==> src/rtl/lut_interp_pkg.sv <==
// Package lut_interp_pkg
// Shared helpers for the interpolating function table.
// Assumes: sample values fit in 32-bit signed integer arithmetic.
package lut_interp_pkg;

    // Stored curve: gain * k * (last - k) + offset, an arch with a flat top.
    function automatic int curve_sample(input int k, input int n_pts,
                                        input int gain, input int offs);
        return gain * k * (n_pts - 1 - k) + offs;
    endfunction

endpackage

==> src/rtl/interp_rom_pair.sv <==
// Module interp_rom_pair
// Constant sample ROM returning the sample at an index and its right-hand
// neighbour. Indices at or past the last entry read the last entry for both.
// Assumes: 2 <= NUM_PTS <= 2**IDX_W; purely combinational.
module interp_rom_pair
    import lut_interp_pkg::*;
#(
    parameter int IDX_W   = 4,
    parameter int NUM_PTS = 12,
    parameter int DATA_W  = 16,
    parameter int GAIN    = 37,
    parameter int OFFS    = -900
) (
    input  logic [IDX_W-1:0]         idx,
    output logic signed [DATA_W-1:0] y_lo,
    output logic signed [DATA_W-1:0] y_hi
);
    localparam logic [IDX_W-1:0] LAST_IDX = IDX_W'(NUM_PTS - 1);

    logic signed [DATA_W-1:0] rom_tbl [NUM_PTS];
    logic [IDX_W-1:0]         lo_idx;
    logic [IDX_W-1:0]         hi_idx;

    // Build the constant table entry by entry.
    for (genvar i = 0; i < NUM_PTS; i++) begin : g_entry
        assign rom_tbl[i] = DATA_W'(curve_sample(i, NUM_PTS, GAIN, OFFS));
    end

    // Clamp both read indices to the last stored entry.
    always_comb begin
        lo_idx = (idx >= LAST_IDX) ? LAST_IDX : idx;
        hi_idx = (lo_idx == LAST_IDX) ? LAST_IDX : lo_idx + 1'b1;
    end

    // Read the pair.
    always_comb begin
        y_lo = rom_tbl[lo_idx];
        y_hi = rom_tbl[hi_idx];
    end
endmodule

==> src/rtl/shift_add_scale.sv <==
// Module shift_add_scale
// Multiplies a signed operand by a small unsigned factor using only shifted
// copies and additions, one partial term per factor bit.
// Assumes: the result width IN_W+FRAC_W holds the full product.
module shift_add_scale #(
    parameter int IN_W   = 17,
    parameter int FRAC_W = 3
) (
    input  logic signed [IN_W-1:0]        operand,
    input  logic [FRAC_W-1:0]             factor,
    output logic signed [IN_W+FRAC_W-1:0] product
);
    localparam int PROD_W = IN_W + FRAC_W;

    logic signed [PROD_W-1:0] ext_op;
    logic signed [PROD_W-1:0] partial [FRAC_W];

    assign ext_op = PROD_W'(operand);

    // One gated, shifted copy of the operand per factor bit.
    for (genvar b = 0; b < FRAC_W; b++) begin : g_term
        assign partial[b] = factor[b] ? (ext_op <<< b) : '0;
    end

    // Sum the partial terms.
    always_comb begin
        product = '0;
        for (int b = 0; b < FRAC_W; b++) begin
            product = product + partial[b];
        end
    end
endmodule

==> src/rtl/lut_interp.sv <==
// Module lut_interp
// Interpolating function table: direct evaluation of one position, or
// per-clock stepping through sub-intervals with exact reload at each
// segment boundary. One clock from accepted input to valid output.
// Assumes: synchronous active-low reset; stored values leave two bits of
// headroom in DATA_W so the running value never overflows.
module lut_interp
    import lut_interp_pkg::*;
#(
    parameter int IDX_W   = 4,
    parameter int FRAC_W  = 3,
    parameter int NUM_PTS = 12,
    parameter int DATA_W  = 16,
    parameter int GAIN    = 37,
    parameter int OFFS    = -900
) (
    input  logic                        clk,
    input  logic                        rst_n,
    input  logic                        mode_step,
    input  logic                        in_valid,
    input  logic [IDX_W+FRAC_W-1:0]     in_pos,
    output logic                        out_valid,
    output logic signed [DATA_W-1:0]    out_val
);
    localparam int POS_W  = IDX_W + FRAC_W;
    localparam int DIFF_W = DATA_W + 1;
    localparam int PROD_W = DIFF_W + FRAC_W;
    localparam int ACC_W  = DATA_W + 2;
    localparam logic [FRAC_W-1:0] FRAC_MAX = '1;
    localparam logic [IDX_W-1:0]  LAST_IDX = IDX_W'(NUM_PTS - 1);

    // Input fields.
    logic [IDX_W-1:0]  in_idx;
    logic [FRAC_W-1:0] in_frac;

    // ROM read for a new position.
    logic signed [DATA_W-1:0] rin_lo, rin_hi;
    logic signed [DIFF_W-1:0] rin_diff, rin_step;
    logic signed [PROD_W-1:0] start_prod;
    logic signed [ACC_W-1:0]  start_run;

    // Registered state.
    logic                     vld_q, step_q;
    logic [IDX_W-1:0]         idx_q;
    logic [FRAC_W-1:0]        frac_q;
    logic signed [DATA_W-1:0] base_q, next_q;
    logic signed [ACC_W-1:0]  run_q;

    // Derived from state.
    logic signed [DIFF_W-1:0] q_diff, q_step;
    logic signed [PROD_W-1:0] dir_prod;
    logic signed [ACC_W-1:0]  dir_val;
    logic [IDX_W-1:0]         adv_idx;
    logic signed [DATA_W-1:0] radv_lo, radv_hi;
    logic                     advancing;

    assign in_idx  = in_pos[POS_W-1:FRAC_W];
    assign in_frac = in_pos[FRAC_W-1:0];

    interp_rom_pair #(
        .IDX_W(IDX_W), .NUM_PTS(NUM_PTS), .DATA_W(DATA_W),
        .GAIN(GAIN), .OFFS(OFFS)
    ) u_rom_in (
        .idx(in_idx), .y_lo(rin_lo), .y_hi(rin_hi)
    );

    // Slope of the addressed segment and its per-sub-step share.
    always_comb begin
        rin_diff = DIFF_W'(rin_hi) - DIFF_W'(rin_lo);
        rin_step = rin_diff >>> FRAC_W;
    end

    shift_add_scale #(.IN_W(DIFF_W), .FRAC_W(FRAC_W)) u_start_scale (
        .operand(rin_step), .factor(in_frac), .product(start_prod)
    );

    // Running value that stepping would have reached at the start position.
    assign start_run = ACC_W'(rin_lo) + ACC_W'(start_prod);

    // Slope of the registered segment.
    always_comb begin
        q_diff = DIFF_W'(next_q) - DIFF_W'(base_q);
        q_step = q_diff >>> FRAC_W;
    end

    shift_add_scale #(.IN_W(DIFF_W), .FRAC_W(FRAC_W)) u_direct_scale (
        .operand(q_diff), .factor(frac_q), .product(dir_prod)
    );

    // Direct value: base plus scaled difference, shifted down once.
    assign dir_val = ACC_W'(base_q) + ACC_W'(dir_prod >>> FRAC_W);

    // Next segment index, held once the end of the table is reached.
    assign adv_idx = (idx_q >= LAST_IDX) ? idx_q : idx_q + 1'b1;

    interp_rom_pair #(
        .IDX_W(IDX_W), .NUM_PTS(NUM_PTS), .DATA_W(DATA_W),
        .GAIN(GAIN), .OFFS(OFFS)
    ) u_rom_adv (
        .idx(adv_idx), .y_lo(radv_lo), .y_hi(radv_hi)
    );

    assign advancing = !in_valid && step_q && mode_step;

    // Load, step, or go idle.
    always_ff @(posedge clk) begin
        if (!rst_n) begin
            vld_q  <= 1'b0;
            step_q <= 1'b0;
            idx_q  <= '0;
            frac_q <= '0;
            base_q <= '0;
            next_q <= '0;
            run_q  <= '0;
        end else if (in_valid) begin
            vld_q  <= 1'b1;
            step_q <= mode_step;
            idx_q  <= in_idx;
            frac_q <= in_frac;
            base_q <= rin_lo;
            next_q <= rin_hi;
            run_q  <= start_run;
        end else if (advancing) begin
            if (frac_q == FRAC_MAX) begin
                idx_q  <= adv_idx;
                frac_q <= '0;
                base_q <= radv_lo;
                next_q <= radv_hi;
                run_q  <= ACC_W'(radv_lo);
            end else begin
                frac_q <= frac_q + 1'b1;
                run_q  <= run_q + ACC_W'(q_step);
            end
        end else begin
            vld_q  <= 1'b0;
            step_q <= 1'b0;
        end
    end

    // Output select by mode.
    assign out_valid = vld_q;
    assign out_val   = step_q ? DATA_W'(run_q) : DATA_W'(dir_val);

    AST_LOAD_LATENCY: assert property (@(posedge clk) disable iff (!rst_n)
        in_valid |=> out_valid);
    AST_IDLE_DROP: assert property (@(posedge clk) disable iff (!rst_n)
        (!in_valid && !(step_q && mode_step)) |=> !out_valid);
    AST_WRAP_EXACT: assert property (@(posedge clk) disable iff (!rst_n)
        (advancing && frac_q == FRAC_MAX) |=> (out_val == $past(next_q)));
    AST_CLAMP_FLAT: assert property (@(posedge clk) disable iff (!rst_n)
        (vld_q && idx_q >= LAST_IDX) |-> (base_q == next_q));
    AST_ZERO_FRAC: assert property (@(posedge clk) disable iff (!rst_n)
        (vld_q && !step_q && frac_q == '0) |-> (out_val == base_q));
endmodule

==> config.mk <==
export PLATFORM = sky130hd
export DESIGN_NAME = lut_interp
export DESIGN_NICKNAME = d
export VERILOG_FILES = /design/src/rtl/lut_interp_pkg.sv /design/src/rtl/interp_rom_pair.sv /design/src/rtl/shift_add_scale.sv /design/src/rtl/lut_interp.sv
export SDC_FILE = /design/constraint.sdc
export NUM_CORES = 1
export LEC_CHECK = 0
export ABC_CLOCK_PERIOD_IN_PS = 13900
export BUFFER_PORTS_ARGS = -buffer_cell sky130_fd_sc_hd__buf_2
export CORE_ASPECT_RATIO = 1.4
export CORE_MARGIN = 4
export CORE_UTILIZATION = 45
export DETAILED_ROUTE_END_ITERATION = 8
export PLACE_DENSITY = 0.71
export RECOVER_POWER = 50
export SLEW_MARGIN = 40
export SYNTH_ARGS = -nofsm -noshare
export SYNTH_HDL_FRONTEND = slang
export SYNTH_SLANG_ARGS = --single-unit
==> constraint.sdc <==
create_clock -name clk -period 13.9 [get_ports clk]
set_input_delay 2.78 -clock clk [delete_from_list [all_inputs] [get_ports clk]]
set_output_delay 2.78 -clock clk [all_outputs]
set_load 0.03 [all_outputs]
==> results_dict.tcl, run 1 <==
set metrics [dict create \
    cts_tree "yes" \
    rr_endpoint "run_q[15]" \
    slew_headroom_pct -95.73 \
    clockBufferDepth 2 \
    synth_edf_count 0 \
    violations "capacitance limit, slew limit" \
    drt-pass1-iter-count 5 \
    syn_avg_cell_area_sq_um 7.230 \
    initial_utilization_pct 46.35 \
    synth_compound_area_share_pct 21.99 \
    antenna_left 0 \
    fp.dieW_um 119.7 \
    grt_pass1_wl_um 33480 \
    required_ns 11.12 \
    drtIter0Drc 315 \
    synth_top_cell_by_area "ha_1" \
    layout_min_cycle_time_ns 9.840 \
    grt_use_total_pct 20.96 \
    portBuffers 27 \
    worstSetupPathType "register to output pin" \
    cts.sinks 43 \
    area_delta_synth_final_pct 5.206 \
    muxShareOfSynthArea_pct 2.388 \
    antenna_found_initial 0 \
    synthAdderAreaFrac_pct 26.14 \
    h-tree-depth 2 \
    finalPower_w 0.001206 \
    end_kind "output pin" \
    seq_area_frac_synth_pct 10.95 \
    r2r_slack_ns 8.80 \
    viasPerCell 5.511 \
    synth_top_family_by_area "adder cells" \
    routedWlPerCell_um 15.35 \
    period_share_pct 70.79 \
    core-area_sq_um 16960 \
    dieHeight_um 164.4 \
    async_reset_ff_share_pct 0 \
    maxCapViolCount 1 \
    syn_inst 1087 \
    syn_area_sq_um 7859 \
    cts_resized 0 \
    max_stage_delay_ns 0.67 \
    worstSkewPairLatency_ns 0.30 \
    post_cts_buffers 0 \
    leakagePower_nw 3.871 \
    grt_pass1_vias 6986 \
    wl_um 20110 \
    globalplace.congestion 0.9246 \
    hold_path.class "register to register" \
    fmax_mhz 101.6 \
    dieArea_sq_um 19670 \
    worstPathMaxFanout 10 \
    drive_above_1_share_pct 5.937 \
    utilization_pct 48.76 \
    worst_slew_pin_slew_ns 2.936 \
    cts_made_buffers 5 \
    ys_seq_elements 43 \
    rr_worst_depth 15 \
    gr-total-overflow 0 \
    yosysWarnings 0 \
    arrival_ns 7.06 \
    power.density_nw_per_um2 145.8 \
    synthFlopType "dfxtp_1" \
    synth_top_cell_area_share_pct 14.17 \
    whs_path_depth 2 \
    synth_fp_nets 1234 \
    slew_violations 67 \
    tns_ns 0 \
    ys_types 67 \
    synth_xor_area_share_pct 8.231 \
    final.setup_skew_ns 0.007186 \
    hold_end "out_valid" \
    rows 56 \
    hold_violations 0 \
    slowest_stage "dfxtp_1" \
    num_antenna_cells 0 \
    outcome "finished, violations left" \
    cts_root_buf "clkbuf_16" \
    grt_max_degree 67 \
    final_nets 1224 \
    synthSimpleGateAreaFrac_pct 22.53 \
    clk_pin_slew_worst_paths_ns 0.06 \
    drcViolationCount 0 \
    pin_count 28 \
    post_synth_main_area_contributors "ha_1 (14%), fa_1 (12%), dfxtp_1 (11%)" \
    rsz0062_at_grt "no" \
    setup_viol 0 \
    hp-start "out_valid" \
    start_kind "register" \
    hold_buffers 0 \
    startpoint "base_q[14]" \
    place_hpwl_um 16500 \
    num_vias 7219 \
    vdd.ir_drop.worst_mv 0.06132 \
    timing.rr.start "base_q[14]" \
]
worst max-delay path, delay by kind of cell (launching register included):
| kind | cells | cell delay (ns) |
|---|---|---|
| compound gates | 12 | 2.73 |
| flops | 1 | 0.67 |
| simple gates | 3 | 0.78 |
| xor+xnor | 3 | 0.43 |
| fa+ha+maj | 4 | 1.66 |
| buf+inv | 3 | 0.49 |
cells in the mapped netlist (4+ instances only):
cell type and instances:
a211oi_1 19, a21o_1 13, a21oi_1 88, a311oi_1 4, a31oi_1 7, and2_1 16
and3_1 13, buf_1 6, clkbuf_1 41, dfxtp_1 43, fa_1 47, ha_1 89
inv_1 111, mux2_2 6, mux2i_1 12, nand2_1 134, nand2b_1 20, nand3_1 14
nand4_1 4, nor2_1 109, nor2b_1 17, nor3_1 35, o211ai_1 12, o21a_1 10
o21ai_0 58, o21bai_1 9, o22ai_1 4, o31ai_1 7, or2_2 5, or3_1 9
xnor2_1 45, xor2_1 27
layer usage:
layer / track usage, % / wire length [um] / part of all wire [%] / vias to the layer above
met2: 40.02 / 10510 / 52 / 115
met1: 23.73 / 8264 / 41 / 3395
met5: 0 / 0 / 0 / -
li1: - / - / - / 3675
met4: 9.328 / 801 / 4.0 / 0
met3: 1.447 / 533 / 2.7 / 34
report_power, final:
group | internal (W) | switching (W)
combinational | 0.000391 | 0.000521
sequential | 0.000146 | 0.0000301
clock | 0.0000665 | 0.0000508
per-stage QoR:
step	setup slack, ns	cells	instance area, sq um	hold WS (ns)
global placement	4.517	1302	8135	0.4678
finish	4.060	1310	8268	0.5009
detailed placement	4.426	1302	8137	0.4901
global route	3.653	1310	8268	0.5426
CTS	4.067	1310	8274	0.5065
floorplan	5.038	1087	7859	0.4585
sequential cells by signal, indices dropped and copies added (netlist names):
name and flops:
base_q 9, frac_q 3, run_q 16, out_valid 1, step_q 1, next_q 9
idx_q 4
layout by cell type (no fill, tap or decap), types with 20 or more instances in the layout:
cell	n
o21ai_0	57
nor3_1	35
nand2b_1	20
buf_2	24
nand2_1	134
xor2_1	27
inv_1	110
dfxtp_1	41
nor2_1	109
a21oi_1	88
ha_1	89
fa_1	47
xnor2_1	45
kinds of logic after synthesis:
kind of cell | count (synthesis)
fa+ha+maj | 136
buf+inv | 162
flops | 43
compound gates | 267
xor+xnor | 73
mux | 18
simple gates | 388
cell type report:
class                           count  area (sq um)
Fill cell                        1745          8688
Multi-Input combinational cell    882          6387
Sequential cell                    43         863.3
Inverter                          113         424.2
Tap cell                          232         290.3
Timing Repair Buffer               32         165.2
Clock buffer                        7         132.6
Clock inverter                      1         5.005
how the worst max path moves through the flow:
stage	end	slack [ns]
floorplan	out_val[15]	5.04
global placement	out_val[15]	4.52
detailed placement	out_val[15]	4.43
CTS	out_val[15]	4.07
global route	out_val[15]	3.65
finish	out_val[15]	4.06
Power figures use the tool's default switching activity.
==> run 2, diff against run 1 <==
--- a/config.mk
+++ b/config.mk
@@ -5,7 +5,7 @@
 export SDC_FILE = /design/constraint.sdc
 export NUM_CORES = 1
 export LEC_CHECK = 0
-export ABC_CLOCK_PERIOD_IN_PS = 13900
+export ABC_CLOCK_PERIOD_IN_PS = 10200
 export BUFFER_PORTS_ARGS = -buffer_cell sky130_fd_sc_hd__buf_2
 export CORE_ASPECT_RATIO = 1.4
 export CORE_MARGIN = 4
==> constraint.sdc (replaced) <==
create_clock -name clk -period 10.2 [get_ports clk]
set_input_delay 2.04 -clock clk [delete_from_list [all_inputs] [get_ports clk]]
set_output_delay 2.04 -clock clk [all_outputs]
set_load 0.03 [all_outputs]
==> results_dict.tcl, run 2 (synthesis results as in run 1) <==
set metrics [dict create \
    reg_top3 "run_q: 16 flops, base_q: 9 flops, next_q: 9 flops" \
    slowest_stage "a21boi_0" \
    slew_violations 67 \
    antenna_found_initial 0 \
    cts_root_buf "clkbuf_16" \
    cts_made_buffers 5 \
    globalplace.congestion 0.9720 \
    h-tree-depth 2 \
    clk_pin_slew_worst_paths_ns 0.06 \
    drcViolationCount 0 \
    final_cell_mix "nand2_1 (134), inv_1 (110), nor2_1 (109)" \
    hold_buffers 0 \
    viasPerCell 5.497 \
    multi_input_area_sq_um 6387 \
    drive_above_1_share_pct 6.035 \
    final_nets 1225 \
    wl_met3_um 497 \
    utilization_pct 48.78 \
    wl_met2_um 10380 \
    r2r_slack_ns 5.49 \
    antenna_left 0 \
    fmax_mhz 114.8 \
    slew_headroom_pct -90.65 \
    worstSkewPairLatency_ns 0.29 \
    grt_pass1_vias 7041 \
    violations "capacitance limit, slew limit" \
    rows 56 \
    routedWlPerCell_um 15.39 \
    cp.buffers_inverters 3 \
    final.setup_skew_ns 0.004235 \
    vdd.ir_drop.worst_mv 0.09776 \
    grt_use_total_pct 21.22 \
    place_hpwl_um 16460 \
    num_vias 7195 \
    maxCapViolCount 1 \
    tns_ns 0 \
    fp.dieW_um 119.7 \
    hold_path.class "register to register" \
    drt-pass1-iter-count 5 \
    leakagePower_nw 3.874 \
    worstSetupPathType "register to output pin" \
    hold_violations 0 \
    dieArea_sq_um 19670 \
    dieHeight_um 164.4 \
    finalPower_w 0.001633 \
    highest_layer "met4" \
    pin_count 28 \
    dp_slack_ns 1.866 \
    outcome "finished, violations left" \
    rsz0062_at_grt "no" \
    period_share_pct 85.43 \
    wl_um 20150 \
    drtIter0Drc 367 \
    cts_tree "yes" \
    num_antenna_cells 0 \
    core-area_sq_um 16960 \
    post_cts_buffers 0 \
    initial_utilization_pct 46.35 \
    whs_path_depth 2 \
    fillerInstances 1755 \
    cts_resized 0 \
    timing.hold.ws_ns 0.4907 \
    grt_max_degree 67 \
    required_ns 8.16 \
    seq_area_sq_um 862.1 \
    crit_cells 25 \
    end_kind "output pin" \
    largest_reg_flops 16 \
    start_kind "register" \
    gr-total-overflow 0 \
    m1WireLength_um 8397 \
    arrival_ns 6.67 \
    layout_min_cycle_time_ns 8.713 \
    setup_viol 0 \
    area_delta_synth_final_pct 5.238 \
    worst_slew_pin_slew_ns 2.860 \
    grt_pass1_wl_um 34100 \
    top_register "run_q" \
    max_stage_delay_ns 0.63 \
    setup_slack_ns 1.487 \
    cts.sinks 43 \
    power.density_nw_per_um2 197.4 \
    rr_worst_depth 20 \
    layout_commonest_cell "nand2_1" \
    worstPathMaxFanout 5 \
    cp_top_family "compound AO/OA/AOI/OAI gates" \
    clockBufferDepth 2 \
    portBuffers 27 \
]
## run 2: final cells by class
type | instances | share of cell area [%]
clock buffers | 5 | 1.513
clock inverters | 1 | 0.09077
inverters | 113 | 5.129
multi-input cells | 882 | 77.23
flip-flops and latches | 43 | 10.42
well taps | 232 | 3.510
repair buffers | 33 | 2.103
## run 2: worst min-delay path, cell delays in order, from the launching register on
cell and delay (ns):
dfxtp_1 0.32, a21oi_1 0.06, nor2_1 0.07
## run 2: report_power, final
group | total [W] | switching, W | internal (W)
logic | 0.00124 | 0.000708 | 0.000533
clock network | 0.000153 | 0.0000654 | 0.0000880
registers | 0.000238 | 0.0000397 | 0.000199
## run 2: per-stage QoR
step                instance area, sq um  cells
floorplan                           7859   1087
global placement                    8143   1303
detailed placement                  8144   1303
CTS                                 8277   1309
global route                        8270   1309
finish                              8270   1309
## run 2: final timing paths
path	start	endpoint
min	out_valid	out_valid
max	base_q[14]	out_val[15]
max reg2reg	base_q[1]	run_q[15]
min reg2reg	out_valid	out_valid
## run 2: layer usage
layer	GRT usage, %	vias to the layer above
li1	-	3672
met1	24.49	3344
met2	40.15	132
met3	1.171	47
met4	9.432	0
met5	0	-
==> run 3, diff against run 2 <==
--- a/config.mk
+++ b/config.mk
@@ -11,6 +11,7 @@
 export CORE_MARGIN = 4
 export CORE_UTILIZATION = 45
 export DETAILED_ROUTE_END_ITERATION = 8
+export MAX_ROUTING_LAYER = met4
 export PLACE_DENSITY = 0.71
 export RECOVER_POWER = 50
 export SLEW_MARGIN = 40
==> results_dict.tcl, run 3 (synthesis results as in run 1) <==
set metrics [dict create \
    dieHeight_um 164.4 \
    worst_slew_pin_slew_ns 2.827 \
    drcViolationCount 0 \
    slew_headroom_pct -88.49 \
    rows 56 \
    start_kind "register" \
    layout_commonest_cell "nand2_1" \
    fp.dieW_um 119.7 \
    internal-power_w 0.0008346 \
    place_hpwl_um 16330 \
    area_delta_synth_final_pct 5.525 \
    required_ns 8.16 \
    cts_tree "yes" \
    core-area_sq_um 16960 \
    dp_slack_ns 1.864 \
    antenna_found_initial 0 \
    top_register "run_q" \
    setup_viol 0 \
    utilization_pct 48.91 \
    grt_pass1_wl_um 33350 \
    post_cts_buffers 0 \
    timing.hold.ws_ns 0.4938 \
    hold_violations 0 \
    grt_max_degree 67 \
    portBuffers 27 \
    fillerInstances 1730 \
    cts_made_buffers 5 \
    setup_slack_ns 1.535 \
    layout_min_cycle_time_ns 8.665 \
    largest_reg_flops 16 \
    drtIter0Drc 368 \
    vdd.ir_drop.worst_mv 0.09908 \
    max_stage_delay_ns 0.51 \
    arrival_ns 6.63 \
    outcome "finished, violations left" \
    viasPerCell 5.499 \
    power.share.clock_pct 10.5 \
    pin_count 28 \
    maxCapViolCount 1 \
    final_cells 1310 \
    power_frac_seq_pct 14.5 \
    power.density_nw_per_um2 198.8 \
    end_kind "output pin" \
    grt_use_total_pct 21.30 \
    gr-total-overflow 0 \
    worstSkewPairLatency_ns 0.30 \
    final.setup_skew_ns 0.006876 \
    switching_power_w 0.0008143 \
    worstSetupPathType "register to output pin" \
    slew_violations 67 \
    grt_pass1_vias 6962 \
    final_nets 1224 \
    slowest_stage "fa_1" \
    routedWlPerCell_um 15.17 \
    drt-pass1-iter-count 5 \
    num_vias 7204 \
    place_inst 1302 \
    cts_root_buf "clkbuf_16" \
    clockBufferDepth 2 \
    hold_buffers 0 \
    rsz0062_at_grt "no" \
    reg_top3 "run_q: 16 flops, base_q: 9 flops, next_q: 9 flops" \
    num_antenna_cells 0 \
    wl_um 19870 \
    cts_resized 0 \
    clk_pin_slew_worst_paths_ns 0.06 \
    dieArea_sq_um 19670 \
    final_cell_mix "nand2_1 (134), inv_1 (110), nor2_1 (108)" \
    tns_ns 0 \
    leakagePower_nw 3.883 \
    hold_path.class "register to register" \
    h-tree-depth 2 \
    antenna_left 0 \
    cts.sinks 43 \
    p_comb_share_pct 75.0 \
    worstPathMaxFanout 5 \
    fmax_mhz 115.4 \
    initial_utilization_pct 46.35 \
    violations "capacitance limit, slew limit" \
    sw_frac_of_total_pct 49.38 \
    globalplace.congestion 1.000 \
    period_share_pct 84.95 \
    drive_above_1_share_pct 6.215 \
]
==> run 3: final timing paths <==
check / start / to / cells after the start / slack [ns]
worst min register to register: out_valid / out_valid / 2 / 0.49
worst min-delay path: out_valid / out_valid / 2 / 0.49
worst max register to register: base_q[1] / run_q[15] / 20 / 5.47
worst max-delay path: base_q[1] / out_val[15] / 29 / 1.53
==> run 3: power by group through the flow <==
stage	Combinational, W	Clock [W]	Sequential (W)
6_report	0.00124	0.000173	0.000239
5_1_grt	0.00141	0.000181	0.000243
4_1_cts	0.00124	0.000175	0.000238
3_5_place_dp	0.00123	0	0.000242
3_3_place_gp	0.00121	0	0.000242
2_1_floorplan	0.00102	0	0.000220
==> run 3: through the flow <==
step                cell area (sq um)  power [W]
floorplan                        7859   0.001239
finish                           8293   0.001649
global route                     8293   0.001831
global placement                 8135   0.001455
CTS                              8297   0.001656
detailed placement               8137   0.001476
==> run 3: worst max-delay path, delay by kind of cell, from the launching register on <==
kind	cells	cell delay (ns)
simple gates	3	0.76
xor+xnor	3	0.43
buf+inv	3	0.31
fa+ha+maj	5	1.75
flops	1	0.39
mux	1	0.34
compound gates	14	2.34
==> run 3: cell type report <==
| type | count | area (sq um) | area share [%] |
|---|---|---|---|
| Clock buffer | 7 | 152.6 | 1.841 |
| Timing Repair Buffer | 32 | 166.4 | 2.007 |
| Clock inverter | 1 | 7.507 | 0.09053 |
| Tap cell | 232 | 290.3 | 3.500 |
| Inverter | 113 | 424.2 | 5.115 |
| Multi-Input combinational cell | 882 | 6390 | 77.05 |
| Sequential cell | 43 | 862.1 | 10.40 |
==> run 3: routing by layer <==
| metal | GRT usage (%) | vias up | part of all wire (%) |
|---|---|---|---|
| met5 | - | - | 0 |
| met4 | 10.16 | 0 | 4.5 |
| met3 | 1.447 | 42 | 2.7 |
| met2 | 38.45 | 124 | 51 |
| met1 | 23.94 | 3361 | 42 |
| li1 | - | 3677 | - |
